File: src/rtl/esa_pkg.sv
package esa_pkg;

    localparam int CMD_W = 8;

    localparam logic [CMD_W-1:0] OP_RD_ARRAY  = 8'hFF;
    localparam logic [CMD_W-1:0] OP_RD_STATUS = 8'h70;
    localparam logic [CMD_W-1:0] OP_RD_QUERY  = 8'h98;
    localparam logic [CMD_W-1:0] OP_CONFIG    = 8'hB8;
    localparam logic [CMD_W-1:0] OP_CLEAR     = 8'h50;
    localparam logic [CMD_W-1:0] OP_ERS_SETUP = 8'h20;
    localparam logic [CMD_W-1:0] OP_CONFIRM   = 8'hD0;
    localparam logic [CMD_W-1:0] OP_SUSPEND   = 8'hB0;
    localparam logic [CMD_W-1:0] OP_PRG_A     = 8'h40;
    localparam logic [CMD_W-1:0] OP_PRG_B     = 8'h10;

    // status register bit positions
    localparam int SR_READY = 7;
    localparam int SR_SUSP  = 6;
    localparam int SR_SEQ   = 5;
    localparam int SR_PRG   = 4;

    typedef enum logic [1:0] {
        RM_ARRAY  = 2'd0,
        RM_STATUS = 2'd1,
        RM_QUERY  = 2'd2,
        RM_CONFIG = 2'd3
    } rdmode_t;

    typedef enum logic [3:0] {
        K_NONE,
        K_RD_ARRAY,
        K_RD_STATUS,
        K_RD_QUERY,
        K_CONFIG,
        K_CLEAR,
        K_ERS_SETUP,
        K_CONFIRM,
        K_SUSPEND,
        K_PRG_SETUP
    } kind_t;

    typedef enum logic [2:0] {
        S_IDLE,
        S_ERS_SETUP,
        S_ERASING,
        S_SUSP,
        S_SUS_PSETUP,
        S_SUS_PROG
    } state_t;

    typedef struct packed {
        logic set_prg_err;
        logic set_seq_err;
        logic clr_err;
    } sr_ev_t;

    function automatic kind_t classify(input logic [CMD_W-1:0] c);
        kind_t k;
        case (c)
            OP_RD_ARRAY:       k = K_RD_ARRAY;
            OP_RD_STATUS:      k = K_RD_STATUS;
            OP_RD_QUERY:       k = K_RD_QUERY;
            OP_CONFIG:         k = K_CONFIG;
            OP_CLEAR:          k = K_CLEAR;
            OP_ERS_SETUP:      k = K_ERS_SETUP;
            OP_CONFIRM:        k = K_CONFIRM;
            OP_SUSPEND:        k = K_SUSPEND;
            OP_PRG_A, OP_PRG_B: k = K_PRG_SETUP;
            default:           k = K_NONE;
        endcase
        return k;
    endfunction

    function automatic logic suspend_allows(input kind_t k);
        case (k)
            K_RD_ARRAY, K_RD_STATUS, K_RD_QUERY, K_CONFIG,
            K_CLEAR, K_CONFIRM, K_PRG_SETUP: return 1'b1;
            default:                         return 1'b0;
        endcase
    endfunction

    function automatic logic is_read_kind(input kind_t k);
        return (k == K_RD_ARRAY) || (k == K_RD_STATUS) ||
               (k == K_RD_QUERY) || (k == K_CONFIG);
    endfunction

    function automatic rdmode_t mode_for(input kind_t k, input rdmode_t cur);
        case (k)
            K_RD_ARRAY:  return RM_ARRAY;
            K_RD_STATUS: return RM_STATUS;
            K_RD_QUERY:  return RM_QUERY;
            K_CONFIG:    return RM_CONFIG;
            default:     return cur;
        endcase
    endfunction

endpackage

File: src/rtl/esa_cmd_decode.sv
module esa_cmd_decode
    import esa_pkg::*;
(
    input  logic             cmd_valid,
    input  logic [CMD_W-1:0] cmd_code,
    output logic             take,
    output kind_t            kind
);
    always_comb begin
        take = cmd_valid;
        kind = classify(cmd_code);
    end
endmodule

File: src/rtl/esa_ctrl_fsm.sv
module esa_ctrl_fsm
    import esa_pkg::*;
#(
    parameter int BLK_W = 6
) (
    input  logic             clk,
    input  logic             rst,
    input  logic             take,
    input  kind_t            kind,
    input  logic [BLK_W-1:0] cmd_blk,
    input  logic             erase_done,
    input  logic             prog_done,
    output state_t           state,
    output sr_ev_t           ev,
    output logic             erase_run,
    output logic [BLK_W-1:0] erase_block,
    output logic             prog_start,
    output logic [BLK_W-1:0] prog_block,
    output logic             busy,
    output rdmode_t          rd_mode
);
    state_t           nxt;
    logic             pend_q, pend_n;
    rdmode_t          mode_n;
    logic             start_n;
    logic [BLK_W-1:0] pblk_n, eblk_n;
    logic             resume_now;

    always_comb begin
        nxt     = state;
        pend_n  = pend_q;
        mode_n  = rd_mode;
        start_n = 1'b0;
        pblk_n  = prog_block;
        eblk_n  = erase_block;
        ev      = '0;
        resume_now = 1'b0;
        case (state)
            S_IDLE: begin
                if (take) begin
                    if (is_read_kind(kind))      mode_n = mode_for(kind, rd_mode);
                    else if (kind == K_CLEAR)    ev.clr_err = 1'b1;
                    else if (kind == K_ERS_SETUP) nxt = S_ERS_SETUP;
                end
            end
            S_ERS_SETUP: begin
                if (take) begin
                    mode_n = RM_STATUS;
                    if (kind == K_CONFIRM) begin
                        nxt    = S_ERASING;
                        eblk_n = cmd_blk;
                    end else begin
                        ev.set_seq_err = 1'b1;
                        ev.set_prg_err = 1'b1;
                        nxt            = S_IDLE;
                    end
                end
            end
            S_ERASING: begin
                if (erase_done) begin
                    nxt = S_IDLE;
                end else if (take) begin
                    if (kind == K_SUSPEND) begin
                        nxt    = S_SUSP;
                        mode_n = RM_STATUS;
                    end else if (kind == K_RD_STATUS) begin
                        mode_n = RM_STATUS;
                    end
                end
            end
            S_SUSP: begin
                if (take && suspend_allows(kind)) begin
                    if (is_read_kind(kind)) begin
                        mode_n = mode_for(kind, rd_mode);
                    end else if (kind == K_CLEAR) begin
                        ev.clr_err = 1'b1;
                    end else if (kind == K_CONFIRM) begin
                        nxt    = S_ERASING;
                        mode_n = RM_STATUS;
                    end else begin
                        nxt = S_SUS_PSETUP;
                    end
                end
            end
            S_SUS_PSETUP: begin
                if (take) begin
                    mode_n = RM_STATUS;
                    if (cmd_blk == erase_block) begin
                        ev.set_prg_err = 1'b1;
                        nxt            = S_SUSP;
                    end else begin
                        start_n = 1'b1;
                        pblk_n  = cmd_blk;
                        pend_n  = 1'b0;
                        nxt     = S_SUS_PROG;
                    end
                end
            end
            S_SUS_PROG: begin
                resume_now = pend_q || (take && kind == K_CONFIRM);
                if (prog_done) begin
                    pend_n = 1'b0;
                    if (resume_now) begin
                        nxt    = S_ERASING;
                        mode_n = RM_STATUS;
                    end else begin
                        nxt = S_SUSP;
                    end
                end else if (take) begin
                    if (kind == K_CONFIRM)        pend_n = 1'b1;
                    else if (kind == K_RD_STATUS) mode_n = RM_STATUS;
                end
            end
            default: nxt = S_IDLE;
        endcase
    end

    always_ff @(posedge clk) begin
        if (rst) begin
            state       <= S_IDLE;
            pend_q      <= 1'b0;
            rd_mode     <= RM_ARRAY;
            prog_start  <= 1'b0;
            prog_block  <= '0;
            erase_block <= '0;
            erase_run   <= 1'b0;
            busy        <= 1'b0;
        end else begin
            state       <= nxt;
            pend_q      <= pend_n;
            rd_mode     <= mode_n;
            prog_start  <= start_n;
            prog_block  <= pblk_n;
            erase_block <= eblk_n;
            erase_run   <= (nxt == S_ERASING);
            busy        <= (nxt == S_ERASING) || (nxt == S_SUS_PROG);
        end
    end
endmodule

File: src/rtl/esa_status_reg.sv
module esa_status_reg
    import esa_pkg::*;
(
    input  logic       clk,
    input  logic       rst,
    input  state_t     state,
    input  sr_ev_t     ev,
    output logic [7:0] status
);
    logic seq_err_q, prg_err_q;
    logic ready, susp;

    always_ff @(posedge clk) begin
        if (rst) begin
            seq_err_q <= 1'b0;
            prg_err_q <= 1'b0;
        end else begin
            if (ev.clr_err) begin
                seq_err_q <= 1'b0;
                prg_err_q <= 1'b0;
            end
            if (ev.set_seq_err) seq_err_q <= 1'b1;
            if (ev.set_prg_err) prg_err_q <= 1'b1;
        end
    end

    always_comb begin
        ready = !((state == S_ERASING) || (state == S_SUS_PROG));
        susp  = (state == S_SUSP) || (state == S_SUS_PSETUP) || (state == S_SUS_PROG);
        status           = '0;
        status[SR_READY] = ready;
        status[SR_SUSP]  = susp;
        status[SR_SEQ]   = seq_err_q;
        status[SR_PRG]   = prg_err_q;
    end
endmodule

File: src/rtl/esa_top.sv
module esa_top
    import esa_pkg::*;
#(
    parameter int BLK_W = 6
) (
    input  logic             clk,
    input  logic             rst,
    input  logic             cmd_valid,
    input  logic [7:0]       cmd_code,
    input  logic [BLK_W-1:0] cmd_blk,
    input  logic             erase_done,
    input  logic             prog_done,
    output logic             erase_run,
    output logic [BLK_W-1:0] erase_block,
    output logic             prog_start,
    output logic [BLK_W-1:0] prog_block,
    output logic [7:0]       status,
    output logic             busy,
    output logic [1:0]       rd_mode
);
    logic    take;
    kind_t   kind;
    state_t  cur_state;
    sr_ev_t  ev;
    rdmode_t mode_q;

    esa_cmd_decode u_dec (
        .cmd_valid (cmd_valid),
        .cmd_code  (cmd_code),
        .take      (take),
        .kind      (kind)
    );

    esa_ctrl_fsm #(.BLK_W(BLK_W)) u_fsm (
        .clk         (clk),
        .rst         (rst),
        .take        (take),
        .kind        (kind),
        .cmd_blk     (cmd_blk),
        .erase_done  (erase_done),
        .prog_done   (prog_done),
        .state       (cur_state),
        .ev          (ev),
        .erase_run   (erase_run),
        .erase_block (erase_block),
        .prog_start  (prog_start),
        .prog_block  (prog_block),
        .busy        (busy),
        .rd_mode     (mode_q)
    );

    esa_status_reg u_sr (
        .clk    (clk),
        .rst    (rst),
        .state  (cur_state),
        .ev     (ev),
        .status (status)
    );

    assign rd_mode = mode_q;
endmodule

File: config.mk
export PLATFORM = sky130hd
export DESIGN_NAME = esa_top
export DESIGN_NICKNAME = d
export VERILOG_FILES = /design/src/rtl/esa_pkg.sv /design/src/rtl/esa_cmd_decode.sv /design/src/rtl/esa_ctrl_fsm.sv /design/src/rtl/esa_status_reg.sv /design/src/rtl/esa_top.sv
export SDC_FILE = /design/constraint.sdc
export NUM_CORES = 1
export LEC_CHECK = 0
export ABC_AREA = 1
export BUFFER_PORTS_ARGS = -buffer_cell sky130_fd_sc_hd__buf_2
export CORE_ASPECT_RATIO = 1.25
export CORE_MARGIN = 8
export CORE_UTILIZATION = 30
export CTS_BUF_LIST = sky130_fd_sc_hd__clkbuf_8 sky130_fd_sc_hd__clkbuf_16
export CTS_CLUSTER_DIAMETER = 80
export CTS_CLUSTER_SIZE = 28
export DETAILED_ROUTE_END_ITERATION = 10
export GPL_ROUTABILITY_DRIVEN = 1
export SYNTH_ARGS = -nofsm -noshare
export SYNTH_HDL_FRONTEND = slang
export SYNTH_SLANG_ARGS = --single-unit
File: constraint.sdc
create_clock -name clk -period 3.52 [get_ports clk]
set_input_delay 0 -clock clk [delete_from_list [all_inputs] [get_ports clk]]
set_output_delay 0 -clock clk [all_outputs]
set_load 0.05 [all_outputs]
==> impl_metrics.py <==
metrics = {
    "floorplan": {
        "die_y_um": 100,
        "die_w_um": 83.5,
        "dieArea_um2": 8370,
        "initial_utilization_pct": 31.1,
        "io_pins": 44,
        "rows": 30,
        "core-area_um2": 5480,
    },
    "global_routing": {
        "grt_max_degree": 17,
        "grt_pass1_vias": 1742,
        "antenna_found_initial": 0,
        "grt_pass1_wl_um": 7690,
        "overflow": 0,
        "grt.total_usage_pct": 10.8,
    },
    "sta": {
        "setup_tns_ns": 0,
        "finClkSkew_ns": 0.00220,
        "setup-violations-final": 0,
        "fmax_ghz": 0.545,
        "rsz0062_at_grt": "no",
        "finalCritPeriodShare_pct": 52.1,
        "finalCriticalPeriod_ns": 1.83,
        "maxSlewViolCount": 0,
        "hold_viol": 0,
    },
    "cells_and_area": {
        "n_antenna_cell": 0,
        "synthToLayoutAreaGrowth_pct": 15.2,
        "seq_area_um2": 460,
        "fillCellCount": 624,
        "nets": 331,
        "drive_gt1_share_pct": 23.8,
        "multi_input_area_um2": 1020,
    },
    "power_and_ir_drop": {
        "pwr_density_cell_nw_per_um2": 245,
        "power.total_mw": 0.481,
        "clock_power_share_pct": 32.9,
        "internal_power_mw": 0.356,
        "p_comb_share_pct": 13.0,
        "p_leak_nw": 1.09,
        "switchingPower_mw": 0.125,
        "ir_drop_mv": 0.102,
        "switching_share_pct": 26.0,
        "power_frac_seq_pct": 54.1,
    },
    "clocking": {
        "holdBufCountCts": 0,
        "cts_htree_levels": 1,
        "clk_path_buf_depth": 2,
        "clkSinkCount": 23,
        "cts_tree": "built",
        "root_buffer": "clkbuf_8",
        "post_cts_buffers": 0,
        "clk_latency_ns": 0.26,
        "numCtsBuffers": 3,
        "cts.clk_slew.worst_paths_ns": 0.08,
        "cts_resized": 0,
    },
    "logic_synthesis": {
        "synth_seq_cells": 23,
        "synth_ff_type": "dfxtp_1",
        "synth_edf_count": 0,
        "synthTopCellsByCount": "nand2_1, inv_1, nor2_1, dfxtp_1, a21oi_1",
        "synth_top_cell_by_area": "dfxtp_1",
        "async_reset_ff_share_pct": 0,
        "netlist_area_um2": 1710,
        "synth_area_leaders": "dfxtp_1, nand2_1, inv_1, nor2_1, a21oi_1",
        "synth_most_common_cell": "nand2_1",
        "avgSynthCellArea_um2": 6.18,
        "ys_seq_area_share_pct": 27.0,
        "synth_warnings": 0,
        "synth.distinct_cells": 29,
        "syn_inst": 276,
        "synth.top_cell.area_share_pct": 27.0,
    },
    "detailed_routing": {
        "routed_wl_um": 4420,
        "first_pass_iters": 4,
        "drt-vias-per-instance": 4.78,
        "post-route-drc-count": 0,
        "wl_per_cell_um": 11.8,
        "ant_nets": 0,
        "vias": 1794,
        "first_iter_violations": 78,
    },
    "hold_path": {
        "hp-class": "in -> reg",
        "whs_path_depth": 3,
        "min_from": "cmd_blk[3]",
        "whs_endpoint": "u_fsm.prog_block[3]$_SDFFE_PP0P_",
    },
    "worst_setup_path": {
        "reg2reg_from": "u_fsm.state[2]$_SDFF_PP0_",
        "cp_max_fo": 7,
        "rr_worst_depth": 10,
        "ff2ff_setup_slack_ns": 1.76,
        "critPathArrivalTime_ns": 1.83,
        "criticalPathCategory": "reg -> out",
        "crit_start": "u_fsm.state[2]$_SDFF_PP0_",
        "cp-start-kind": "flop",
        "crit_path_end_kind": "primary output",
        "cp.required_ns": 3.52,
        "rr_endpoint": "u_fsm.busy$_SDFF_PP0_",
    },
    "run_status": {
        "status": "complete, no violations",
    },
    "run": {
        "cap_violations": 0,
    },
    "placed_design": {
        "port-buffer-count": 39,
        "dp.final_hpwl_um": 3740,
        "place_congestion": 0.878,
    },
}
## through the flow
stage	util, %	setup WS [ns]	instances	instance area (um2)	hold slack (ns)
6_report	35.9	1.69	375	1970	0.0100
5_1_grt	35.9	1.50	375	1970	0.0230
4_1_cts	35.9	1.68	375	1970	0.00267
3_5_place_dp	35.0	1.80	371	1920	0.286
3_3_place_gp	35.0	1.79	371	1920	0.287
2_1_floorplan	-	1.88	279	1720	0.148
## layout make-up
| type | instances | share of cell area [%] |
|---|---|---|
| Multi-Input combinational cell | 201 | 51.9 |
| Sequential cell | 23 | 23.4 |
| Timing Repair Buffer | 39 | 9.93 |
| Inverter | 44 | 8.40 |
| Tap cell | 64 | 4.07 |
| Clock buffer | 3 | 2.10 |
| Clock inverter | 1 | 0.191 |
## logic make-up after synthesis
kind of cell	Yosys count	share of synthesized area [%]
simple gates	150	43.5
buf+inv	55	13.9
compound gates	44	13.9
flops	23	27.0
xor+xnor	3	1.54
other cells	1	0.220
## flip-flops by register name, summed over array words and instances (netlist names)
name,cells
u_fsm.prog_block,6
u_fsm.pend_q,1
u_fsm.rd_mode,2
u_fsm.prog_start,1
u_fsm.erase_run,1
u_fsm.state,3
u_fsm.busy,1
u_fsm.erase_block,6
u_sr.seq_err_q,1
u_sr.prg_err_q,1
## power by group through the flow
stage / sequential [mW] / combinational, mW / clock (mW)
4_1_cts: 0.260 / 0.0630 / 0.164
3_3_place_gp: 0.266 / 0.0626 / 0
5_1_grt: 0.260 / 0.0703 / 0.176
6_report: 0.260 / 0.0627 / 0.158
3_5_place_dp: 0.266 / 0.0628 / 0
2_1_floorplan: 0.267 / 0.0444 / 0
## worst max path at each step
stage	cells past startpoint	to	slack, ns
5_1_grt	6	status[6]	1.50
3_3_place_gp	10	u_sr.prg_err_q$_SDFFE_PP0P_	1.79
3_5_place_dp	10	u_sr.prg_err_q$_SDFFE_PP0P_	1.80
4_1_cts	6	status[6]	1.68
2_1_floorplan	7	u_fsm.prog_block[1]$_SDFFE_PP0P_	1.88
6_report	6	status[6]	1.69
## routing by layer
layer	global-route usage, %	vias to the layer above	share of wire [%]
met5	0	-	0
met4	4.39	0	1.6
met3	3.24	8	7.7
met2	18.7	62	47
met1	11.9	786	44
li1	-	938	-
## placed cells by master, fill, tap and decap left out
cell      count
nand3_2       2
a22oi_1       1
nand4_1      11
clkbuf_8      3
nor2_8        1
dfxtp_1      23
nor2_4        5
a21oi_2       1
nand2_4       3
nand3_1      14
o21ai_1       2
nor2_1       33
o22ai_1       1
buf_2        39
nor3_1        2
a21oi_1      18
inv_2         6
o21ai_0      15
conb_1        4
nand3b_1      2
inv_1        38
nand2_1      63
a31oi_1       5
nand2_2       8
o211ai_1      1
clkinv_1      1
nor2_2        6
xor2_1        3
## critical path, stage by stage (launching register included)
cell,delay (ns)
dfxtp_1,0.36
inv_1,0.16
nand2_1,0.11
nor2_1,0.40
inv_1,0.11
o21ai_0,0.13
buf_2,0.31
No activity file was read; power rests on OpenSTA's default activity.
